## config.mk

```make
export PLATFORM = sky130hd
export DESIGN_NAME = seeded_bssid_hash
export DESIGN_NICKNAME = d
export VERILOG_FILES = /design/src/rtl/sbh_pkg.sv /design/src/rtl/sbh_pattern.sv /design/src/rtl/sbh_scrambler.sv /design/src/rtl/sbh_crc_serial.sv /design/src/rtl/seeded_bssid_hash.sv
export SDC_FILE = /design/constraint.sdc
export NUM_CORES = 1
export LEC_CHECK = 0
export ABC_AREA = 1
export BUFFER_PORTS_ARGS = -buffer_cell sky130_fd_sc_hd__buf_2
export CORE_MARGIN = 5
export CORE_UTILIZATION = 40
export CTS_BUF_LIST = sky130_fd_sc_hd__clkbuf_8
export DETAILED_ROUTE_END_ITERATION = 8
export PLACE_DENSITY = 0.7
export SYNTH_ARGS = -nofsm -noshare
export SYNTH_HDL_FRONTEND = slang
export SYNTH_SLANG_ARGS = --single-unit
```

## constraint.sdc

```tcl
create_clock -name clk -period 1.6 [get_ports clk]
set_input_delay 0.08 -clock clk [delete_from_list [all_inputs] [get_ports clk]]
set_output_delay 0.08 -clock clk [all_outputs]
set_load 0.02 [all_outputs]
```

## src/rtl/sbh_pkg.sv

```systemverilog
package sbh_pkg;
  localparam int unsigned SBH_ADDR_W  = 48;
  localparam int unsigned SBH_WORD_W  = 16;
  localparam int unsigned SBH_SEED_W  = 4;
  localparam int unsigned SBH_PAT_W   = 15;
  localparam int unsigned SBH_MULT_W  = 15;
  localparam int unsigned SBH_CRC_W   = 16;
  localparam int unsigned SBH_HASH_W  = 10;
  localparam logic [SBH_MULT_W-1:0] SBH_MULT = 15'h5795;
  localparam logic [SBH_CRC_W-1:0]  SBH_POLY = 16'h1021;
  localparam logic [SBH_CRC_W-1:0]  SBH_INIT = 16'hFFFF;

  typedef enum logic {
    SBH_IDLE = 1'b0,
    SBH_RUN  = 1'b1
  } sbh_state_e;
endpackage

```

## src/rtl/sbh_pattern.sv

```systemverilog
module sbh_pattern #(
  parameter int unsigned SEED_W = 4,
  parameter int unsigned MULT_W = 15,
  parameter int unsigned PAT_W  = 15,
  parameter logic [MULT_W-1:0] MULT = 15'h5795
) (
  input  logic [SEED_W-1:0] seed,
  output logic [PAT_W-1:0]  pattern
);
  localparam int unsigned PROD_W = MULT_W + SEED_W;

  logic [PROD_W-1:0] product;

  // The product is reduced modulo 2^PAT_W by keeping only the low bits.
  always_comb begin
    product = PROD_W'(MULT) * PROD_W'(seed);
    pattern = product[PAT_W-1:0];
  end
endmodule

```

## src/rtl/sbh_scrambler.sv

```systemverilog
module sbh_scrambler #(
  parameter int unsigned ADDR_W = 48,
  parameter int unsigned WORD_W = 16,
  parameter int unsigned PAT_W  = 15
) (
  input  logic [ADDR_W-1:0] addr_in,
  input  logic [PAT_W-1:0]  pattern,
  output logic [ADDR_W-1:0] addr_out
);
  localparam int unsigned NWORDS = ADDR_W / WORD_W;

  logic [WORD_W-1:0] pat_ext;
  assign pat_ext = WORD_W'(pattern);

  // Each word gets its own adder; the carry out of the top bit is dropped.
  for (genvar w = 0; w < NWORDS; w++) begin : g_word
    assign addr_out[w*WORD_W +: WORD_W] = addr_in[w*WORD_W +: WORD_W] + pat_ext;
  end
endmodule

```

## src/rtl/sbh_crc_serial.sv

```systemverilog
module sbh_crc_serial
  import sbh_pkg::*;
#(
  parameter int unsigned DATA_W = 48,
  parameter int unsigned CRC_W  = 16,
  parameter logic [CRC_W-1:0] POLY = 16'h1021,
  parameter logic [CRC_W-1:0] INIT = 16'hFFFF
) (
  input  logic              clk,
  input  logic              rst_n,
  input  logic              load,
  input  logic [DATA_W-1:0] data_in,
  output logic              busy,
  output logic              fin,
  output logic [CRC_W-1:0]  crc
);
  localparam int unsigned CNT_W = $clog2(DATA_W);
  localparam logic [CNT_W-1:0] LAST = CNT_W'(DATA_W - 1);

  sbh_state_e        state_q, state_d;
  logic [DATA_W-1:0] shreg_q, shreg_d;
  logic [CRC_W-1:0]  crc_q,   crc_d;
  logic [CNT_W-1:0]  cnt_q,   cnt_d;
  logic              fin_q,   fin_d;
  logic              fb;
  logic              shreg_en, crc_en, cnt_en;

  always_comb begin
    state_d  = state_q;
    shreg_d  = shreg_q;
    crc_d    = crc_q;
    cnt_d    = cnt_q;
    fin_d    = 1'b0;
    shreg_en = 1'b0;
    crc_en   = 1'b0;
    cnt_en   = 1'b0;
    fb       = crc_q[CRC_W-1] ^ shreg_q[DATA_W-1];
    unique case (state_q)
      SBH_IDLE: begin
        if (load) begin
          state_d  = SBH_RUN;
          shreg_d  = data_in;
          crc_d    = INIT;
          cnt_d    = '0;
          shreg_en = 1'b1;
          crc_en   = 1'b1;
          cnt_en   = 1'b1;
        end
      end
      SBH_RUN: begin
        crc_d    = {crc_q[CRC_W-2:0], 1'b0} ^ (fb ? POLY : '0);
        shreg_d  = {shreg_q[DATA_W-2:0], 1'b0};
        cnt_d    = cnt_q + 1'b1;
        shreg_en = 1'b1;
        crc_en   = 1'b1;
        cnt_en   = 1'b1;
        if (cnt_q == LAST) begin
          state_d = SBH_IDLE;
          cnt_d   = '0;
          fin_d   = 1'b1;
        end
      end
      default: state_d = SBH_IDLE;
    endcase
  end

  always_ff @(posedge clk or negedge rst_n) begin
    if (!rst_n) begin
      state_q <= SBH_IDLE;
      fin_q   <= 1'b0;
    end else begin
      state_q <= state_d;
      fin_q   <= fin_d;
    end
  end

  always_ff @(posedge clk or negedge rst_n) begin
    if (!rst_n)        shreg_q <= '0;
    else if (shreg_en) shreg_q <= shreg_d;
  end

  always_ff @(posedge clk or negedge rst_n) begin
    if (!rst_n)      crc_q <= '0;
    else if (crc_en) crc_q <= crc_d;
  end

  always_ff @(posedge clk or negedge rst_n) begin
    if (!rst_n)      cnt_q <= '0;
    else if (cnt_en) cnt_q <= cnt_d;
  end

  assign busy = (state_q == SBH_RUN);
  assign fin  = fin_q;
  assign crc  = crc_q;
endmodule

```

## src/rtl/seeded_bssid_hash.sv

```systemverilog
module seeded_bssid_hash
  import sbh_pkg::*;
#(
  parameter int unsigned ADDR_W = SBH_ADDR_W,
  parameter int unsigned WORD_W = SBH_WORD_W,
  parameter int unsigned SEED_W = SBH_SEED_W,
  parameter int unsigned PAT_W  = SBH_PAT_W,
  parameter int unsigned MULT_W = SBH_MULT_W,
  parameter int unsigned CRC_W  = SBH_CRC_W,
  parameter int unsigned HASH_W = SBH_HASH_W,
  parameter logic [MULT_W-1:0] MULT = SBH_MULT,
  parameter logic [CRC_W-1:0]  POLY = SBH_POLY,
  parameter logic [CRC_W-1:0]  INIT = SBH_INIT
) (
  input  logic              clk,
  input  logic              rst_n,
  input  logic              start,
  input  logic [SEED_W-1:0] seed,
  input  logic [ADDR_W-1:0] bssid,
  output logic              busy,
  output logic              done,
  output logic [HASH_W-1:0] hash
);
  logic [PAT_W-1:0]  pattern;
  logic [ADDR_W-1:0] scrambled;
  logic [CRC_W-1:0]  crc;

  sbh_pattern #(
    .SEED_W (SEED_W),
    .MULT_W (MULT_W),
    .PAT_W  (PAT_W),
    .MULT   (MULT)
  ) u_pattern (
    .seed    (seed),
    .pattern (pattern)
  );

  sbh_scrambler #(
    .ADDR_W (ADDR_W),
    .WORD_W (WORD_W),
    .PAT_W  (PAT_W)
  ) u_scrambler (
    .addr_in  (bssid),
    .pattern  (pattern),
    .addr_out (scrambled)
  );

  // The scrambled address is captured into the shift register on the accepted start.
  sbh_crc_serial #(
    .DATA_W (ADDR_W),
    .CRC_W  (CRC_W),
    .POLY   (POLY),
    .INIT   (INIT)
  ) u_crc (
    .clk     (clk),
    .rst_n   (rst_n),
    .load    (start),
    .data_in (scrambled),
    .busy    (busy),
    .fin     (done),
    .crc     (crc)
  );

  assign hash = crc[HASH_W-1:0];
endmodule

```

After elaboration in Yosys (flattened, before gate mapping)
Cells that the tools add are included.
- register bits after elaboration: 72
- memories kept: 0
- bits in latches: 0
- memory bits (writable): 0
- word-level logic and storage cells: 30
- input port bits: 55
- output and inout bits: 12
- bits in read-only memories: 0
- multiplexer cells: 14
- order comparisons: 0
- add/subtract/negate cells: 4
- eq/ne operators: 2
- reduce and logical (&&, ||, !) cells: 1
- multipliers: 1
- bitwise gates (word level): 3
- div/mod/pow operators: 0
- shifts and indexed selects: 0
- operator list (operator ; count):
    $pmux 48 s2 ; 1
    $add 16x15->16 ; 3
    $mux 48 ; 1
    $pmux 16 s2 ; 1
    $mux 16 ; 1
    $xor 16x16->16 ; 1
    $mul 15x4->15 const A ; 1
    $mux 13 ; 1
    $mux 6 ; 2
    $pmux 6 s2 ; 1
    $add 6x1->6 const B ; 1
    $eq 6x6->1 const B ; 1
    $mux 1 ; 4
    $pmux 1 s2 ; 2
    $ne 2x2->1 const B ; 1
    $reduce_and 2->1 ; 1
    $not 1->1 ; 1
    $xor 1x1->1 ; 1

Depth between registers and ports, before layout
- word-level depth: 4
- mapped depth: 22
- mapped depth without buffers: 22

Hierarchy
From an unflattened synthesis, not the netlist that was laid out.
- cells, all modules: 996
- area total of the unflattened synthesis: 6648.9 µm²
- modules (own cells, without submodules) (module ; area an instance (µm²) ; cells an instance ; instances ; sequential area each (µm²)):
    sbh_crc_serial ; 3138.0 ; 346 ; 1 ; 1801.7
    sbh_scrambler ; 2731.4 ; 526 ; 1 ; 0.0
    sbh_pattern ; 779.5 ; 124 ; 1 ; 0.0

Least setup slack after synthesis
Ideal clock, no wire load.
- path type: in2reg
- start: input port seed[1]
- end: register u_crc.shreg_q[45]
- data arrival time: 3203 ps
- path buffers: 0
- setup slack: -1724 ps
- library setup time: 121 ps
- stages on the path: 18
- data required time: 1479 ps
- path through: inv_1 fa_1 inv_1 fa_1 ha_1 nand2_1 inv_1 a21oi_1 xor2_1 ha_1 nand2_1 inv_1 nand2_1 nand2_1 a21oi_1 nand3_1 nand3_1 nand2_1
- longest elaborated chain between the ends: 4
- RTL lines (element ; RTL line ; RTL):
    from (decl) ; seeded_bssid_hash.sv:18 ; input logic [SEED_W-1:0] seed,
    $mul 15x4->15 ; sbh_pattern.sv:16 ; product = PROD_W'(MULT) * PROD_W'(seed);
    $add 16x15->16 ; sbh_scrambler.sv:17 ; assign addr_out[w*WORD_W +: WORD_W] = addr_in[w*WORD_W +: WORD_W] + pat_ext;
    $mux 48 ; sbh_crc_serial.sv:40 ; if (load) begin
    $pmux 48 s2 ; sbh_crc_serial.sv:38 ; unique case (state_q)
    to (signal assigned) ; sbh_crc_serial.sv:79 ; else if (shreg_en) shreg_q <= shreg_d;
    to (decl) ; sbh_crc_serial.sv:21 ; logic [DATA_W-1:0] shreg_q, shreg_d;
No other way between the ends. The select of a mux whose other input is x is not followed.
A chain may end at the register's enable or synchronous reset.

Final worst setup path
- start: input port seed[1]
- end: register u_crc.shreg_q[31]
Same word-level chain as after synthesis.

==> results.toml <==
[clock_tree]
ctsHtreeMaxLevel = 3
cts_tree = "built"
cts.clk_slew.worst_paths_ps = 80
clkSinkCount = 72
ctsLongestPathBuffers = 2
numCtsBuffers = 9
root_buffer = "clkbuf_8"
insertion_delay_ps = 340

[synth]
synth_warnings = 0
ys_top_cells_by_area = "dfrtp_1, nand2_1, ha_1"
synth_common_cells = "nand2_1, inv_1, nand3_1, dfrtp_1, ha_1"
ys_seq_elements = 72
yosys.area.top_type = "dfrtp_1"
netlist.area_leader.share = 0.275
synth_area_um2 = 6550
yosysUniqueCellTypes = 44
synth.net_count = 1081
synth-edff-count = 0
ys_seq_area_frac = 0.275
synthArstFlopShare = 1.00
yosysMostFrequentCell = "nand2_1"
synthCells = 949
syn_area_per_cell_um2 = 6.90
ys.flop_type = "dfrtp_1"

[timing]
hold_ws_ps = 28.1
post-route-worst-setup-slack_ps = -1350
finalSetupTns_ps = -36990
slew_headroom = 0.809
fin_crit_sh = 1.84
final_hold_viol_count = 0
worst_pin_slew_ps = 286
clock-skew-final_ps = 12.4
setup_violations = 36
clock.fmax_ghz = 0.339
rsz0062_at_grt = "true"
fin_crit_ps = 2950
finalMaxSlewViolations = 0

[cells_and_area]
n_antenna_cell = 0
stdcell_count = 1344
regArea_um2 = 1800
final_area_um2 = 9870
multi_input_area_um2 = 5480
drive_gt1_frac = 0.445
syn2layout_area_growth_pct = 50.6
nets = 1255
fill_cells = 1319

[critical_path]
cp_data_required_time_ps = 1830
cp-end-kind = "flip-flop"
cp.arrival_ps = 3180
path_class = "input pin to flip-flop"
reg2reg_depth = 6
critPathMaxFanout = 5
startpoint_type = "input pin"
r2r-end = "u_crc.cnt_q[0]"
rr_startpoint = "u_crc.cnt_q[0]"
reg2reg_slack_ps = 150

[power]
seqPwrFrac = 0.175
leakagePower_nw = 5.05
powerDensity_nw_per_um2 = 1200
peakVddDrop_uv = 607
power_frac_comb = 0.705
switchingPower_mw = 5.32
p_int_mw = 6.54
p_sw_frac = 0.449
clockPowerShare = 0.120

[routing]
drt_wl_total_mm = 20.2
post-route-drc-count = 0
drt-initial-drc-count = 452
viasPerCell = 5.14
wl_per_cell_um = 15.0
antenna_left = 0
vias = 6907
first_pass_iters = 5

[die]
coreArea_um2 = 16000
die-area_um2 = 19000
rows = 46
chipHeight_um = 138
ioPinCount = 67
start_util = 0.410
die_width_um = 138

[run_status]
status = "finished with violations"
violations = "setup timing"

[global_route]
grt_max_degree = 55
grt_usage = 0.205
grt_overflow = 0
grt_pass1_wl_mm = 30.9
grt_pass1_vias = 6440
antenna_found_initial = 1

[min_path]
hold_path_class = "input pin to flip-flop"
timing.hold.worst_endpoint = "u_crc.shreg_q[31]"
worstHoldPathCells = 4
min_from = "bssid[31]"

[placement]
place.gp.congestion = 0.890
post-dp-hpwl_mm = 14.2
place_area_um2 = 8270
io_buffers = 66
placedCellCount = 1300

[job]
max_cap_violations = 0
==> power by group through the flow <==
stage	clock network [mW]	logic, mW	registers, mW
2_1_floorplan	0	4.20	2.09
3_3_place_gp	0	5.96	2.10
3_5_place_dp	0	6.07	2.11
4_1_cts	1.46	7.44	2.08
5_1_grt	1.52	9.13	2.09
6_report	1.42	8.37	2.07
==> final cells by class <==
cell class / instances / share of cell area
Clock inverter: 6 / 0.00533
Timing Repair Buffer: 190 / 0.148
Tap cell: 216 / 0.0274
Sequential cell: 72 / 0.183
Clock buffer: 10 / 0.0140
Inverter: 162 / 0.0666
Multi-Input combinational cell: 688 / 0.556
==> state kept, by name (all words and copies together), names as in the netlist <==
register	cells
u_crc.shreg_q	48
u_crc.crc	16
u_crc.busy	1
u_crc.cnt_q	6
u_crc.fin	1
==> layout by cell type (no fill, tap or decap), types with 5 or more instances in the layout <==
| master | instances |
|---|---|
| clkbuf_8 | 10 |
| nand3_1 | 58 |
| nor2_1 | 29 |
| a21oi_4 | 7 |
| nand4_1 | 6 |
| ha_1 | 21 |
| inv_2 | 29 |
| nand2_1 | 200 |
| buf_6 | 33 |
| o21ai_1 | 15 |
| nor2_4 | 8 |
| a22oi_1 | 45 |
| nand3_2 | 17 |
| a21oi_1 | 17 |
| o21ai_2 | 7 |
| nand3b_1 | 6 |
| fa_1 | 6 |
| nand2_4 | 34 |
| inv_1 | 121 |
| buf_4 | 86 |
| inv_4 | 9 |
| dfrtp_1 | 71 |
| buf_2 | 64 |
| nor3_2 | 10 |
| xor2_1 | 5 |
| ha_4 | 47 |
| nand2_2 | 82 |
| buf_12 | 5 |
| a21oi_2 | 18 |
| nor2_2 | 8 |
==> metrics by stage <==
step           utilization  total power [mW]  setup WS (ps)
3_5_place_dp         0.517              8.18          -1820
2_1_floorplan            -              6.30          -1450
5_1_grt              0.617              12.7          -1550
4_1_cts              0.583              11.0          -1290
6_report             0.617              11.9          -1350
3_3_place_gp         0.517              8.06          -1730
==> per-layer routing <==
layer / global-route usage / vias to the layer above / share of wire
li1: - / 3397 / -
met1: 0.273 / 3265 / 0.43
met2: 0.339 / 191 / 0.49
met3: 0.0276 / 52 / 0.051
met4: 0.0768 / 2 / 0.037
met5: 0 / - / 0.00064
==> worst max path at each step <==
stage | startpoint | slack [ps] | to | depth (start not counted)
2_1_floorplan | seed[1] | -1450 | u_crc.shreg_q[45] | 18
3_3_place_gp | seed[1] | -1730 | u_crc.shreg_q[15] | 20
3_5_place_dp | seed[1] | -1820 | u_crc.shreg_q[31] | 20
4_1_cts | seed[1] | -1290 | u_crc.shreg_q[15] | 21
5_1_grt | seed[1] | -1550 | u_crc.shreg_q[31] | 19
6_report | seed[1] | -1350 | u_crc.shreg_q[31] | 21
==> critical path: stages <==
cell	delay, ps
buf_8	80
clkinvlp_4	100
fa_1	510
inv_2	50
fa_2	480
ha_4	330
nand2_2	70
nor3_4	210
nand3_2	110
nand3_1	110
nand2_2	70
nand2_4	150
ha_4	250
nand2_4	80
inv_1	40
nand2_1	50
nand2_1	60
a21oi_2	120
nand3_1	90
nand3_1	90
nand2_1	60
==> timing repair <==
item,CTS,global route
endpoints found under the setup margin,36,38
setup buffers,19,13
endpoints found under the hold margin,72,0
gates resized for setup,161,137
hold buffers,1,0
pin swaps,110,99
==> cell families (layout without fill, tap and decap cells) <==
family                     count (synthesis)  after routing  share of synthesized area
AOI/OAI and AO/OA                        127            127                      0.122
xor gates and xnor gates                  14             14                     0.0187
DFF                                       72             72                      0.275
adders and majority gates                 77             77                      0.156
and+or+nand+nor                          470            470                      0.303
buffers and inverters                    189            368                      0.125
No activity file was read; power rests on OpenSTA's default activity.
